==> config.mk <==
export PLATFORM = sky130hd
export DESIGN_NAME = noturn_sram
export DESIGN_NICKNAME = d
export VERILOG_FILES = /design/src/rtl/noturn_sram_pkg.sv /design/src/rtl/noturn_cmd_pipe.sv /design/src/rtl/noturn_store.sv /design/src/rtl/noturn_read_path.sv /design/src/rtl/noturn_sram.sv
export SDC_FILE = /design/constraint.sdc
export NUM_CORES = 1
export LEC_CHECK = 0
export BUFFER_PORTS_ARGS = -buffer_cell sky130_fd_sc_hd__buf_2
export CAP_MARGIN = 25
export CORE_MARGIN = 2
export CORE_UTILIZATION = 61
export DETAILED_ROUTE_END_ITERATION = 8
export GPL_ROUTABILITY_DRIVEN = 0
export HOLD_SLACK_MARGIN = 0.12
export PLACE_DENSITY = 0.86
export SYNTH_ARGS = -nofsm -noshare
export SYNTH_HDL_FRONTEND = slang
export SYNTH_SLANG_ARGS = --single-unit
==> constraint.sdc <==
create_clock -name clk -period 2.1 [get_ports clk]
set_input_delay 0 -clock clk [delete_from_list [all_inputs] [get_ports clk]]
set_output_delay 0 -clock clk [all_outputs]
set_load 0.1 [all_outputs]
==> src/rtl/noturn_sram_pkg.sv <==
package noturn_sram_pkg;

    typedef enum logic [1:0] {
        SLOT_IDLE  = 2'd0,
        SLOT_READ  = 2'd1,
        SLOT_WRITE = 2'd2
    } slot_kind_e;

endpackage

==> src/rtl/noturn_cmd_pipe.sv <==
module noturn_cmd_pipe
    import noturn_sram_pkg::*;
#(
    parameter int ADDR_W = 4,
    parameter int LAT    = 2
) (
    input  logic              clk,
    input  logic              rst_n,
    input  logic              ce,
    input  logic              we,
    input  logic [ADDR_W-1:0] addr,
    output slot_kind_e        head_kind,
    output logic [ADDR_W-1:0] head_addr,
    output slot_kind_e        tail_kind,
    output logic [ADDR_W-1:0] tail_addr
);

    slot_kind_e        kind_q [LAT];
    logic [ADDR_W-1:0] addr_q [LAT];
    slot_kind_e        kind_next;

    // Next slot state from the command on the bus
    always_comb begin
        unique case ({ce, we})
            2'b11:   kind_next = SLOT_WRITE;
            2'b10:   kind_next = SLOT_READ;
            default: kind_next = SLOT_IDLE;
        endcase
    end

    // State register: delay line of pending commands
    always_ff @(posedge clk) begin
        if (!rst_n) begin
            for (int i = 0; i < LAT; i++) begin
                kind_q[i] <= SLOT_IDLE;
                addr_q[i] <= '0;
            end
        end else begin
            kind_q[0] <= kind_next;
            addr_q[0] <= addr;
            for (int i = 1; i < LAT; i++) begin
                kind_q[i] <= kind_q[i-1];
                addr_q[i] <= addr_q[i-1];
            end
        end
    end

    assign head_kind = kind_q[0];
    assign head_addr = addr_q[0];
    assign tail_kind = kind_q[LAT-1];
    assign tail_addr = addr_q[LAT-1];

endmodule

==> src/rtl/noturn_store.sv <==
module noturn_store #(
    parameter int ADDR_W = 4,
    parameter int DATA_W = 8
) (
    input  logic              clk,
    input  logic              wr_en,
    input  logic [ADDR_W-1:0] wr_addr,
    input  logic [DATA_W-1:0] wr_data,
    input  logic [ADDR_W-1:0] rd_addr,
    output logic [DATA_W-1:0] rd_data
);

    localparam int DEPTH = 1 << ADDR_W;

    logic [DATA_W-1:0] cells [DEPTH];

    always_ff @(posedge clk) begin
        if (wr_en) begin
            cells[wr_addr] <= wr_data;
        end
    end

    assign rd_data = cells[rd_addr];

endmodule

==> src/rtl/noturn_read_path.sv <==
module noturn_read_path
    import noturn_sram_pkg::*;
#(
    parameter int ADDR_W    = 4,
    parameter int DATA_W    = 8,
    parameter bit PIPELINED = 1'b1
) (
    input  logic              clk,
    input  logic              rst_n,
    input  slot_kind_e        head_kind,
    input  logic [ADDR_W-1:0] head_addr,
    input  slot_kind_e        tail_kind,
    input  logic [ADDR_W-1:0] tail_addr,
    input  logic [DATA_W-1:0] din,
    input  logic [DATA_W-1:0] arr_data,
    output logic [DATA_W-1:0] rd_word
);

    generate
        if (PIPELINED) begin : g_piped
            logic [DATA_W-1:0] rd_q;
            logic              bypass_hit;

            // Write stored on this edge to the address being read
            assign bypass_hit = (tail_kind == SLOT_WRITE) && (tail_addr == head_addr);

            always_ff @(posedge clk) begin
                if (!rst_n) begin
                    rd_q <= '0;
                end else if (head_kind == SLOT_READ) begin
                    rd_q <= bypass_hit ? din : arr_data;
                end
            end

            assign rd_word = rd_q;
        end else begin : g_flow
            logic unused_flow;
            assign unused_flow = ^{clk, rst_n, head_kind, head_addr, tail_kind, tail_addr, din};
            assign rd_word     = arr_data;
        end
    endgenerate

endmodule

==> src/rtl/noturn_sram.sv <==
module noturn_sram
    import noturn_sram_pkg::*;
#(
    parameter int ADDR_W    = 4,
    parameter int DATA_W    = 8,
    parameter bit PIPELINED = 1'b1
) (
    input  logic              clk,
    input  logic              rst_n,
    input  logic              ce,
    input  logic              we,
    input  logic [ADDR_W-1:0] addr,
    input  logic [DATA_W-1:0] din,
    output logic [DATA_W-1:0] dout,
    output logic              oe
);

    localparam int LAT = PIPELINED ? 2 : 1;

    slot_kind_e        head_kind;
    slot_kind_e        tail_kind;
    logic [ADDR_W-1:0] head_addr;
    logic [ADDR_W-1:0] tail_addr;
    logic [DATA_W-1:0] arr_data;
    logic [DATA_W-1:0] rd_word;
    logic              wr_en;
    logic              oe_int;

    noturn_cmd_pipe #(
        .ADDR_W (ADDR_W),
        .LAT    (LAT)
    ) i_cmd_pipe (
        .clk       (clk),
        .rst_n     (rst_n),
        .ce        (ce),
        .we        (we),
        .addr      (addr),
        .head_kind (head_kind),
        .head_addr (head_addr),
        .tail_kind (tail_kind),
        .tail_addr (tail_addr)
    );

    noturn_store #(
        .ADDR_W (ADDR_W),
        .DATA_W (DATA_W)
    ) i_store (
        .clk     (clk),
        .wr_en   (wr_en),
        .wr_addr (tail_addr),
        .wr_data (din),
        .rd_addr (head_addr),
        .rd_data (arr_data)
    );

    noturn_read_path #(
        .ADDR_W    (ADDR_W),
        .DATA_W    (DATA_W),
        .PIPELINED (PIPELINED)
    ) i_read_path (
        .clk       (clk),
        .rst_n     (rst_n),
        .head_kind (head_kind),
        .head_addr (head_addr),
        .tail_kind (tail_kind),
        .tail_addr (tail_addr),
        .din       (din),
        .arr_data  (arr_data),
        .rd_word   (rd_word)
    );

    // Output decode from the slot state
    always_comb begin
        oe_int = 1'b0;
        wr_en  = 1'b0;
        unique case (tail_kind)
            SLOT_READ:  oe_int = 1'b1;
            SLOT_WRITE: wr_en  = 1'b1;
            SLOT_IDLE:  ;
            default:    ;
        endcase
    end

    assign oe   = oe_int;
    assign dout = oe_int ? rd_word : '0;

endmodule

## Yosys cells after proc, flatten, opt, wreduce, memory -nomap -nowiden

Memories as Yosys holds them, arrays and structs flattened. A register that Yosys moved wholly into a read port is not among the register bits.
Index checks and enable logic that the tools add are counted.

| word-level totals | value |
|---|---|
| memory bits (writable) | 140 |
| word-level logic and storage cells | 25 |
| bits in latches | 0 |
| register bits after elaboration | 0 |
| memories | 3 |
| output and inout bits | 9 |
| ROM bits | 0 |

Memory list:

| memory | words | bits a word | read ports | clocked after memory_dff | write ports | line | RTL |
|---|---|---|---|---|---|---|---|
| i_store.cells | 16 | 8 | 1 | 1 | 1 | noturn_store.sv:15 | `logic [DATA_W-1:0] cells [DEPTH];` |
| i_cmd_pipe.addr_q | 2 | 4 | 2 | 0 | 2 | noturn_cmd_pipe.sv:19 | `logic [ADDR_W-1:0] addr_q [LAT];` |
| i_cmd_pipe.kind_q | 2 | 2 | 2 | 0 | 2 | noturn_cmd_pipe.sv:18 | `slot_kind_e kind_q [LAT];` |

| operators by class | value |
|---|---|
| bitwise logic cells | 4 |
| shift-type cells | 0 |
| mux-type cells | 12 |
| reductions and logical operators | 1 |
| $lt $le $gt $ge | 0 |
| divide/modulo/power cells | 0 |
| $mul | 0 |
| eq/ne operators | 5 |
| add/subtract/negate cells | 0 |

Operator list:

| operator | count |
|---|---|
| 4-bit 2-to-1 mux | 2 |
| 8-bit 2-to-1 mux | 1 |
| 2-bit equality test, second input constant | 3 |
| 1-bit 2-to-1 mux | 6 |
| 2-bit by 1-bit equality test with 1-bit output, second input constant | 2 |
| 2-bit 2-to-1 mux | 2 |
| 1-bit OR | 4 |
| 2-bit case mux with 2 select lines | 1 |
| 1-bit zero test | 1 |

## Longest topological paths before layout

Gate-level depths: netlist (run 1).

| logic depth | value |
|---|---|
| depth after elaboration | 4 |
| mapped depth | 7 |
| mapped depth without buffers | 4 |

## Modules after synthesis

Synthesis (run 1) repeated with hierarchy kept, for this count alone.

| second synthesis, totals | value |
|---|---|
| cells, all modules | 313 |
| area total of the unflattened synthesis | 5,909.4 um^2 |

Modules (own cells, without submodules):

| module | cells an instance | times used | area each (um^2) |
|---|---|---|---|
| noturn_store | 221 | 1 | 4,987.3 |
| noturn_read_path | 57 | 1 | 500.5 |
| noturn_cmd_pipe | 25 | 1 | 339.1 |
| noturn_sram | 10 | 1 | 82.6 |

## Least setup slack after synthesis (run 1)

OpenSTA, ideal clock, no wires.

| timing | value |
|---|---|
| path type | register -> output |
| start | memory i_cmd_pipe.kind_q[0][2] (netlist bit) |
| end | output dout[0] |
| cell stages (with the launch flop) | 4 |
| data arrival time | 2,265 ps |
| path slack | -165 ps |
| cell sequence | dfxtp_1 -> nor2b_1 -> clkbuf_1 -> and2_1 |

RTL lines:

| element | line | RTL |
|---|---|---|
| from (decl) | noturn_cmd_pipe.sv:18 |  |
| to (decl) | noturn_sram.sv:14 | `output logic [DATA_W-1:0] dout,` |

==> reports/qor.txt, run 1 <==
clk buf depth - 2
port bufs - 24
Combinational Power Share - 0.050
total negative setup slack - 0 ns
hold endpoint - i_store.cells[0][4]
Final nets - 424
largest net degree at the start of global routing - 21
CTS tree - done
total CTS buffers - 17
layout cells sized above 1 - 0.2613
synth unique cells - 30
max_slew headroom - 0.6745
data required time at the worst endpoint - 2.10 ns
ANT cells - 0
Seq/Total Area, Yosys - 0.7220
commonest non-fill, non-tap cell in the layout - edfxtp_1
fin crit share - 0.8965
Synth Warn # - 0
CTS clock-pin slew for the worst setup and hold paths - 0.06 ns
full die area - 10440 um^2
FF-to-FF End - i_store.cells[3][3]
Initial Util - 0.6332
worst-skew pair later-pin latency - 0.53 ns
maximum vdd drop - 0.5336 mV
Syn Inst Count - 336
depth of the worst hold-timing path - 2
P_int - 5.424 mW
worst hold path type - in -> reg
non-filler cells, final - 550
DRT iter0 DRCs - 521
initial antenna violation count - 0
Syn Std Cell Area - 5878 um^2
most frequent cells in the layout - edfxtp_1, buf_4, buf_2
crit path max-delay cell type - buf_2
FILL cells - 481
syn nets - 352
Power Density - 960.8 nW/um^2
Post-Synth Adder-Cell Area - 0
WL/cell - 24.10 um
reg2reg start - i_cmd_pipe.kind_q[0][3]
total number of vias - 3432
top cell type by total area after synthesis - edfxtp_1
Period minus WS final - 1.883 ns
I/O pin cnt - 25
max incr delay on CP - 0.43 ns
Detailed Routing Iterations Pass 1 - 6
Post-Place Cells - 497
number of global-route vias before repair - 3558
Max Fanout on Critical Path - 9
Layout area overhead - 21.09%
portion of netlist area occupied by mux cells - 0.1375
switching share of power - 0.2069
Post-Synth XOR/XNOR Area - 0.005960
Detail Placement HPWL - 7.721 mm
GRT Total Usage - 0.2812
Via density - 6.240
Rows - 35
Worst R2R Setup Slack - 0.36 ns
Max Cap Viol - 0
final setup violating endpoints - 0
post-synthesis compound-gate area fraction - 0.04321
Slew Limit Fails - 0
Die X - 102.2 um
Max Fclk - 531.2 MHz
CP Launch Type - flop
FF+latch count, synth - 148
residual DRC count - 0
htree depth - 4
worst path cell trace - nor2b_1 > and2_1 > buf_2
status - complete, no violations
part of the power in registers - 0.473
P_sw - 1.415 mW
CP Capture Type - primary output
setup slack at placement - 0.4309 ns
Avg Inst Size Synth - 17.49 um^2
Clk pwr share - 0.477
synth top area cells - edfxtp_1, mux4_2, dfxtp_1
Core Box Area - 9284 um^2
setup ws final - 0.2174 ns
Synth top area share - 0.6539
Reg2Reg Depth - 4
Clk Tree Root Cell - clkbuf_8
Buf+Inv Stages, Crit Path - 1
Worst Path Arrival - 1.88 ns
Post-Synth Simple-Gate Area - 0.07237
leakage - 2.438 nW
Die Span Y - 102.2 um
Least-Margin Pin Slew - 0.4916 ns
Final Hold Vio Count - 0
RSZ-0062 raised after global routing - false
largest family of logic cells by synthesized area - multiplexers
TritonCTS Sinks - 148
Remaining Overflow, GRT - 0
antenna viol nets, final - 0
worst clock skew - 0.005589 ns
Total Routed Length - 13.26 mm
critical path type - reg -> out
Min-Delay Startpoint - din[4]
first-pass GRT wire length - 20.28 mm
crit-path leading delay family - simple AND/OR/NAND/NOR gates
==> through the flow <==
stage	cell area, um^2	power [mW]	hold WS, ns	util
floorplan	5879	3.481	0.07151	-
global placement	6266	3.584	0.1659	0.6749
detailed placement	6266	3.594	0.1706	0.6749
CTS	7118	6.849	0.4210	0.7667
global route	7118	7.000	0.4448	0.7667
finish	7118	6.839	0.4358	0.7667
==> worst max path at each step <==
stage                       startpoint                      to  slack (ns)  depth (start not counted)
5_1_grt        i_cmd_pipe.kind_q[0][2]                 dout[4]        0.12                          3
3_5_place_dp   i_cmd_pipe.addr_q[0][1]  i_read_path.rd_word[3]        0.43                          5
3_3_place_gp   i_cmd_pipe.addr_q[0][1]  i_read_path.rd_word[2]        0.45                          5
4_1_cts        i_cmd_pipe.kind_q[0][2]                 dout[2]        0.25                          3
6_report       i_cmd_pipe.kind_q[0][2]                 dout[4]        0.22                          3
2_1_floorplan  i_cmd_pipe.kind_q[0][2]     i_store.cells[0][0]        0.30                          3
==> Yosys cell counts <==
library cell,count
edfxtp_1,128
dfxtp_1,20
mux2i_1,20
and2_1,18
mux4_2,18
nor2_1,16
nand2_1,15
nand2b_1,11
o21a_1,9
a31oi_1,8
buf_2,8
mux4_1,6
clkbuf_1,5
nor2b_1,5
o31ai_1,5
a221oi_1,4
buf_4,4
mux2_2,4
nand3_1,4
nor3_1,4
o21ai_0,4
or2_2,4
xnor2_1,4
o41ai_1,3
a2bb2oi_1,2
buf_6,2
nand4_1,2
and2_0,1
and3_1,1
or3_1,1
==> area by class of cell <==
type                       instances  area [um^2]  area share
clock buffer                      17        414.1     0.05818
multi-input combinational        169         1523      0.2139
sequential                       148         4247      0.5966
clock inverter                    15        227.7     0.03199
tap                              129        161.4     0.02268
timing repair buffer              72        545.5     0.07664
==> power groups by stage <==
stage,Combinational [mW],Sequential [mW],Clock (mW)
4_1_cts,0.336,3.23,3.28
6_report,0.342,3.23,3.26
3_3_place_gp,0.290,3.29,0
3_5_place_dp,0.299,3.29,0
2_1_floorplan,0.197,3.28,0
5_1_grt,0.363,3.23,3.40
==> metal layers <==
| layer | GRT usage | part of all wire |
|---|---|---|
| met5 | 0 | 0 |
| met4 | 0.1508 | 0.034 |
| met3 | 0.08003 | 0.11 |
| met2 | 0.4378 | 0.49 |
| met1 | 0.3642 | 0.36 |
==> logic make-up after synthesis <==
| kind of cell | count (synthesis) |
|---|---|
| DFF | 148 |
| muxes | 48 |
| xor gates and xnor gates | 4 |
| buffers and inverters | 19 |
| and+or+nand+nor | 82 |
| AOI/OAI and AO/OA | 35 |
==> sequential cells by signal, indices dropped and copies added, names as in the netlist <==
register / count
i_cmd_pipe.kind_q: 4
i_store.cells: 128
i_read_path.rd_word: 8
i_cmd_pipe.addr_q: 8
==> what timing repair did <==
item / in CTS / in global routing
setup buffers: 0 / 0
endpoints found under the setup margin: 0 / 0
hold endpoints to repair: 148 / 0
hold buffers: 21 / 0
gates resized for setup: 0 / 0
Note: power is estimated with default switching activity, not from simulation.
==> run 2: changes to the inputs <==
--- a/config.mk
+++ b/config.mk
@@ -9,4 +9,6 @@
 export CAP_MARGIN = 25
+export CELL_PAD_IN_SITES_DETAIL_PLACEMENT = 0
+export CELL_PAD_IN_SITES_GLOBAL_PLACEMENT = 1
 export CORE_MARGIN = 2
-export CORE_UTILIZATION = 61
+export CORE_UTILIZATION = 57
 export DETAILED_ROUTE_END_ITERATION = 8
@@ -14,3 +16,3 @@
 export HOLD_SLACK_MARGIN = 0.12
-export PLACE_DENSITY = 0.86
+export PLACE_DENSITY = 0.91
 export SYNTH_ARGS = -nofsm -noshare
==> constraint.sdc (replaced) <==
create_clock -name clk -period 2.3 [get_ports clk]
set_input_delay 0.46 -clock clk [delete_from_list [all_inputs] [get_ports clk]]
set_output_delay 0.46 -clock clk [all_outputs]
set_load 0.1 [all_outputs]
==> reports/qor.txt, run 2 (synthesized netlist as in run 1, its figures left out) <==
Layout area overhead - 17.82% (was 21.09%)
I/O pin cnt - 25 (unchanged)
Final Hold Vio Count - 0 (unchanged)
Max Cap Viol - 0 (unchanged)
total number of vias - 3279 (was 3432)
Rows - 37 (was 35)
setup slack at placement - 0.4203 ns (was 0.4309 ns)
worst path cell trace - nor2b_1 > and2_1 > buf_4 (was nor2b_1 > and2_1 > buf_2)
Power Density - 871.7 nW/um^2 (was 960.8 nW/um^2)
worst clock skew - 0.007613 ns (was 0.005589 ns)
status - complete, no violations (unchanged)
first-pass GRT wire length - 19.24 mm (was 20.28 mm)
P_sw - 1.199 mW (was 1.415 mW)
Slew Limit Fails - 0 (unchanged)
Remaining Overflow, GRT - 0 (unchanged)
max reg flops - 128 (unchanged)
non-filler cells, final - 536 (was 550)
Initial Util - 0.5771 (was 0.6332)
Buf+Inv Stages, Crit Path - 1 (unchanged)
Die X - 105.6 um (was 102.2 um)
WL/cell - 23.35 um (was 24.10 um)
residual DRC count - 0 (unchanged)
full die area - 11140 um^2 (was 10440 um^2)
total negative setup slack - 0 ns (unchanged)
CTS tree - done (unchanged)
Least-Margin Pin Slew - 0.4978 ns (was 0.4916 ns)
leakage - 2.340 nW (was 2.438 nW)
Top reg by flops - i_store.cells (unchanged)
port bufs - 24 (unchanged)
Clk Tree Root Cell - clkbuf_8 (unchanged)
final setup violating endpoints - 0 (unchanged)
Core Box Area - 10180 um^2 (was 9284 um^2)
Die Span Y - 105.6 um (was 102.2 um)
number of global-route vias before repair - 3321 (was 3558)
Detailed Routing Iterations Pass 1 - 5 (was 6)
fin crit share - 0.9657
Detail Placement HPWL - 7.749 mm (was 7.721 mm)
Worst Path Arrival - 1.76 ns (was 1.88 ns)
maximum vdd drop - 0.6166 mV (was 0.5336 mV)
CTS clock-pin slew for the worst setup and hold paths - 0.06 ns (about the same)
critical path type - reg -> out (unchanged)
Max Fclk - 450.2 MHz
final core occ - 0.6800 (was 0.7667)
Post-CTS Setup Bufs - 0 (unchanged)
Period minus WS final - 2.221 ns
antenna viol nets, final - 0 (unchanged)
part of the power in registers - 0.490 (was 0.473)
crit-path leading delay family - simple AND/OR/NAND/NOR gates (unchanged)
data required time at the worst endpoint - 1.84 ns (was 2.10 ns)
largest net degree at the start of global routing - 31 (was 21)
Clk pwr share - 0.463 (was 0.477)
GRT Total Usage - 0.2435 (was 0.2812)
Max Fanout on Critical Path - 9 (unchanged)
Via density - 6.118 (was 6.240)
DRT iter0 DRCs - 361 (was 521)
Combinational Power Share - 0.047 (was 0.050)
RSZ-0062 raised after global routing - false (unchanged)
CP Capture Type - primary output (unchanged)
crit path max-delay cell type - nor2b_1 (was buf_2)
switching share of power - 0.1986 (was 0.2069)
total CTS buffers - 17 (unchanged)
layout cells sized above 1 - 0.2600 (was 0.2613)
P_int - 4.838 mW (was 5.424 mW)
CP Launch Type - flop (unchanged)
Tot Pwr - 6.037 mW (was 6.839 mW)
clk buf depth - 2 (unchanged)
Final nets - 403 (was 424)
worst hold path type - in -> reg (unchanged)
max incr delay on CP - 0.38 ns (was 0.43 ns)
worst-skew pair later-pin latency - 0.53 ns (about the same)
initial antenna violation count - 0 (unchanged)
setup ws final - 0.07900 ns (was 0.2174 ns)
Post-Place Cells - 501 (was 497)
max_slew headroom - 0.6638 (was 0.6745)
commonest non-fill, non-tap cell in the layout - edfxtp_1 (unchanged)
ANT cells - 0 (unchanged)
TritonCTS Sinks - 148 (unchanged)
most frequent cells in the layout - edfxtp_1, buf_4, clkbuf_16 (was edfxtp_1, buf_4, buf_2)
Total Routed Length - 12.52 mm (was 13.26 mm)
htree depth - 4 (unchanged)
run 2: cell count changes in the layout (fill, tap and decap cells not counted), moves of 3 or more:
cell	before	now
clkbuf_16	16	21
buf_2	24	15
clkbuf_1	0	4
bufinv_16	5	1
dlygate4sd3_1	21	3
clkinvlp_4	3	0
buf_4	26	31
run 2: area by class of cell:
class                      instances  area, um^2
fill                             653        3259
clock buffer                      27       568.0
sequential                       148        4247
timing repair buffer              51       365.4
clock inverter                     5       52.55
tap                              136       170.2
multi-input combinational        169        1523
run 2: worst paths after layout:
kind	startpoint	end	slack [ns]	cells after the start
max	i_cmd_pipe.kind_q[0][2]	dout[1]	0.08	3
min	ce	i_cmd_pipe.kind_q[0][0]	0.16	3
max reg2reg	i_cmd_pipe.addr_q[0][0]	i_read_path.rd_word[2]	0.25	4
min reg2reg	i_cmd_pipe.kind_q[0][1]	i_cmd_pipe.kind_q[0][3]	0.50	1
run 2: repair_timing:
action	4_1_cts	5_1_grt
setup endpoints to repair	8	1
endpoints found under the hold margin	3	0
hold buffers	3	0
gates resized for setup	8	1
run 2: layer usage:
metal / GRT usage / up-vias / wire (um)
met5: 0 / - / 0
met4: 0.09586 / 0 / 322
met3: 0.07236 / 34 / 959
met2: 0.3673 / 167 / 5931
met1: 0.3386 / 1652 / 5305
li1: - / 1426 / -
run 2: stage by stage:
step                hold WS [ns]  instance area [um^2]
finish                    0.1557                  6925
CTS                       0.1313                  6923
detailed placement        0.4739                  6252
floorplan                 0.4487                  5879
global route              0.1364                  6925
global placement          0.4819                  6252
run 2: power groups by stage:
stage	Sequential, mW	Clock (mW)	Combinational, mW
after detailed placement	3.01	0	0.270
after floorplan	3.00	0	0.180
after CTS	2.96	2.83	0.280
after global routing	2.96	2.94	0.298
after global placement	3.01	0	0.265
final	2.96	2.80	0.282
run 2: worst reg2reg max path: cells and delay by family, from the launching register on:
kind | cells | cell delay (ns)
compound gates | 2 | 0.73
xor+xnor | 1 | 0.19
flops | 1 | 0.63
simple gates | 1 | 0.36
==> run 3: changes to the inputs <==
==> constraint.sdc (replaced) <==
create_clock -name clk -period 2.3 [get_ports clk]
set_input_delay 0.115 -clock clk [delete_from_list [all_inputs] [get_ports clk]]
set_output_delay 0.115 -clock clk [all_outputs]
set_load 0.1 [all_outputs]
==> reports/qor.txt, run 3 (synthesized netlist as in run 1, its figures left out) <==
hold endpoint - i_cmd_pipe.kind_q[0][2] (was i_cmd_pipe.kind_q[0][0])
Least-Margin Pin Slew - 0.5179 ns (was 0.4978 ns)
P_int - 4.889 mW (was 4.838 mW)
Slew Limit Fails - 0 (unchanged)
commonest non-fill, non-tap cell in the layout - edfxtp_1 (unchanged)
switching share of power - 0.2007 (was 0.1986)
Rows - 37 (unchanged)
max incr delay on CP - 0.42 ns (was 0.38 ns)
htree depth - 4 (unchanged)
first-pass GRT wire length - 18.70 mm (was 19.24 mm)
CTS clock-pin slew for the worst setup and hold paths - 0.06 ns (about the same)
layout cells sized above 1 - 0.2542 (was 0.2600)
worst path cell trace - nor2b_1 > and2_1 > buf_2 (was nor2b_1 > and2_1 > buf_4)
Die Span Y - 105.6 um (unchanged)
depth of the worst hold-timing path - 1 (was 3)
ANT cells - 0 (unchanged)
port bufs - 24 (unchanged)
Core Box Area - 10180 um^2 (unchanged)
setup ws final - 0.3443 ns (was 0.07900 ns)
final setup violating endpoints - 0 (unchanged)
maximum vdd drop - 0.4829 mV (was 0.6166 mV)
Final nets - 420 (was 403)
worst-skew pair later-pin latency - 0.53 ns (about the same)
Detail Placement HPWL - 7.440 mm (was 7.749 mm)
Hold WS - 0.5204 ns (was 0.1557 ns)
Total Routed Length - 12.20 mm (was 12.52 mm)
Combinational Power Share - 0.049 (was 0.047)
Max Cap Viol - 0 (unchanged)
Initial Util - 0.5771 (unchanged)
largest net degree at the start of global routing - 31 (unchanged)
total CTS buffers - 17 (unchanged)
Worst Path Arrival - 1.84 ns (was 1.76 ns)
leakage - 2.418 nW (was 2.340 nW)
Final Hold Vio Count - 0 (unchanged)
RSZ-0062 raised after global routing - false (unchanged)
fin area - 7089 um^2 (was 6925 um^2)
PostCTS Resize Cnt - 0 (was 8)
data required time at the worst endpoint - 2.18 ns (was 1.84 ns)
Max Fclk - 511.3 MHz (was 450.2 MHz)
Power Density - 862.8 nW/um^2 (was 871.7 nW/um^2)
WL/cell - 22.07 um (was 23.35 um)
Die X - 105.6 um (unchanged)
antenna viol nets, final - 0 (unchanged)
status - complete, no violations (unchanged)
full die area - 11140 um^2 (unchanged)
Detailed Routing Iterations Pass 1 - 4 (was 5)
max reg flops - 128 (unchanged)
Top reg by flops - i_store.cells (unchanged)
number of global-route vias before repair - 3260 (was 3321)
crit path max-delay cell type - buf_2 (was nor2b_1)
worst clock skew - 0.01027 ns (was 0.007613 ns)
Remaining Overflow, GRT - 0 (unchanged)
Via density - 5.850 (was 6.118)
Reg2Reg Depth - 4 (unchanged)
most frequent cells in the layout - edfxtp_1, buf_2, dlygate4sd3_1, buf_4, mux2i_1 (was edfxtp_1, buf_4, clkbuf_16)
Period minus WS final - 1.956 ns (was 2.221 ns)
worst hold path type - reg -> reg (was in -> reg)
P_sw - 1.228 mW (was 1.199 mW)
critical path type - reg -> out (unchanged)
Min-Delay Startpoint - i_cmd_pipe.kind_q[0][0] (was ce)
Hold-fix buffers, CTS - 21 (was 3)
final core occ - 0.6961 (was 0.6800)
DRT iter0 DRCs - 300 (was 361)
Clk Tree Root Cell - clkbuf_8 (unchanged)
total negative setup slack - 0 ns (unchanged)
part of the power in registers - 0.483 (was 0.490)
Layout area overhead - 20.60% (was 17.82%)
Max Fanout on Critical Path - 9 (unchanged)
CTS tree - done (unchanged)
setup slack at placement - 0.4821 ns (was 0.4203 ns)
reg2reg start - i_cmd_pipe.addr_q[0][3] (was i_cmd_pipe.addr_q[0][0])
GRT Total Usage - 0.2366 (was 0.2435)
max_slew headroom - 0.6541 (was 0.6638)
CP Capture Type - primary output (unchanged)
TritonCTS Sinks - 148 (unchanged)
Post-DP Area - 6257 um^2 (was 6252 um^2)
CP Launch Type - flop (unchanged)
Worst R2R Setup Slack - 0.47 ns (was 0.25 ns)
FF-to-FF End - i_read_path.rd_word[3] (was i_read_path.rd_word[2])
initial antenna violation count - 0 (unchanged)
total number of vias - 3235 (was 3279)
clk buf depth - 2 (unchanged)
Clk pwr share - 0.467 (was 0.463)
I/O pin cnt - 25 (unchanged)
fin crit share - 0.8503 (was 0.9657)
Post-CTS Setup Bufs - 0 (unchanged)
residual DRC count - 0 (unchanged)
[run 3: cell types whose count changed in the layout (fill, tap and decap cells not counted), moves of 2 or more]
cell,previous run,this run
buf_2,15,24
buf_4,31,21
bufinv_16,1,4
clkbuf_1,4,1
clkbuf_16,21,16
clkinv_4,0,2
clkinvlp_4,0,2
dlygate4sd3_1,3,21
inv_4,2,0
[run 3: critical path, delay by kind of cell, from the launching register on]
kind | cells | cell delay, ns
buf+inv | 1 | 0.42
flops | 1 | 0.34
simple gates | 2 | 0.54
[run 3: power by group through the flow]
stage	registers, mW	logic (mW)	clock network [mW]
floorplan	3.00	0.180	0
global placement	3.01	0.263	0
detailed placement	3.01	0.270	0
CTS	2.96	0.299	2.89
global route	2.96	0.321	3.00
finish	2.96	0.301	2.86
[run 3: layout make-up]
cell class / count / area [um^2]
Clock inverter: 12 / 176.4
Clock buffer: 20 / 445.4
Multi-Input combinational cell: 169 / 1523
Timing Repair Buffer: 68 / 528.0
Tap cell: 136 / 170.2
Sequential cell: 148 / 4247
Fill cell: 647 / 3095
[run 3: worst max path at each step]
stage	start	endpoint	slack, ns	cells past startpoint
2_1_floorplan	i_cmd_pipe.kind_q[0][2]	dout[0]	0.41	3
3_3_place_gp	i_cmd_pipe.addr_q[0][3]	i_read_path.rd_word[3]	0.50	4
3_5_place_dp	i_cmd_pipe.addr_q[0][3]	i_read_path.rd_word[3]	0.48	4
4_1_cts	i_cmd_pipe.kind_q[0][2]	dout[4]	0.32	3
5_1_grt	i_cmd_pipe.kind_q[0][2]	dout[4]	0.20	3
6_report	i_cmd_pipe.kind_q[0][2]	dout[4]	0.34	3
[run 3: per-layer routing]
layer | global-route usage | up-vias | share of wire
met5 | 0 | - | 0
met4 | 0.1118 | 0 | 0.033
met3 | 0.06679 | 31 | 0.075
met2 | 0.3539 | 139 | 0.47
met1 | 0.3256 | 1606 | 0.42
li1 | - | 1459 | -
[run 3: through the flow]
step	cells	power [mW]
5_1_grt	553	6.277
6_report	553	6.116
3_3_place_gp	500	3.275
2_1_floorplan	336	3.178
3_5_place_dp	500	3.283
4_1_cts	553	6.142
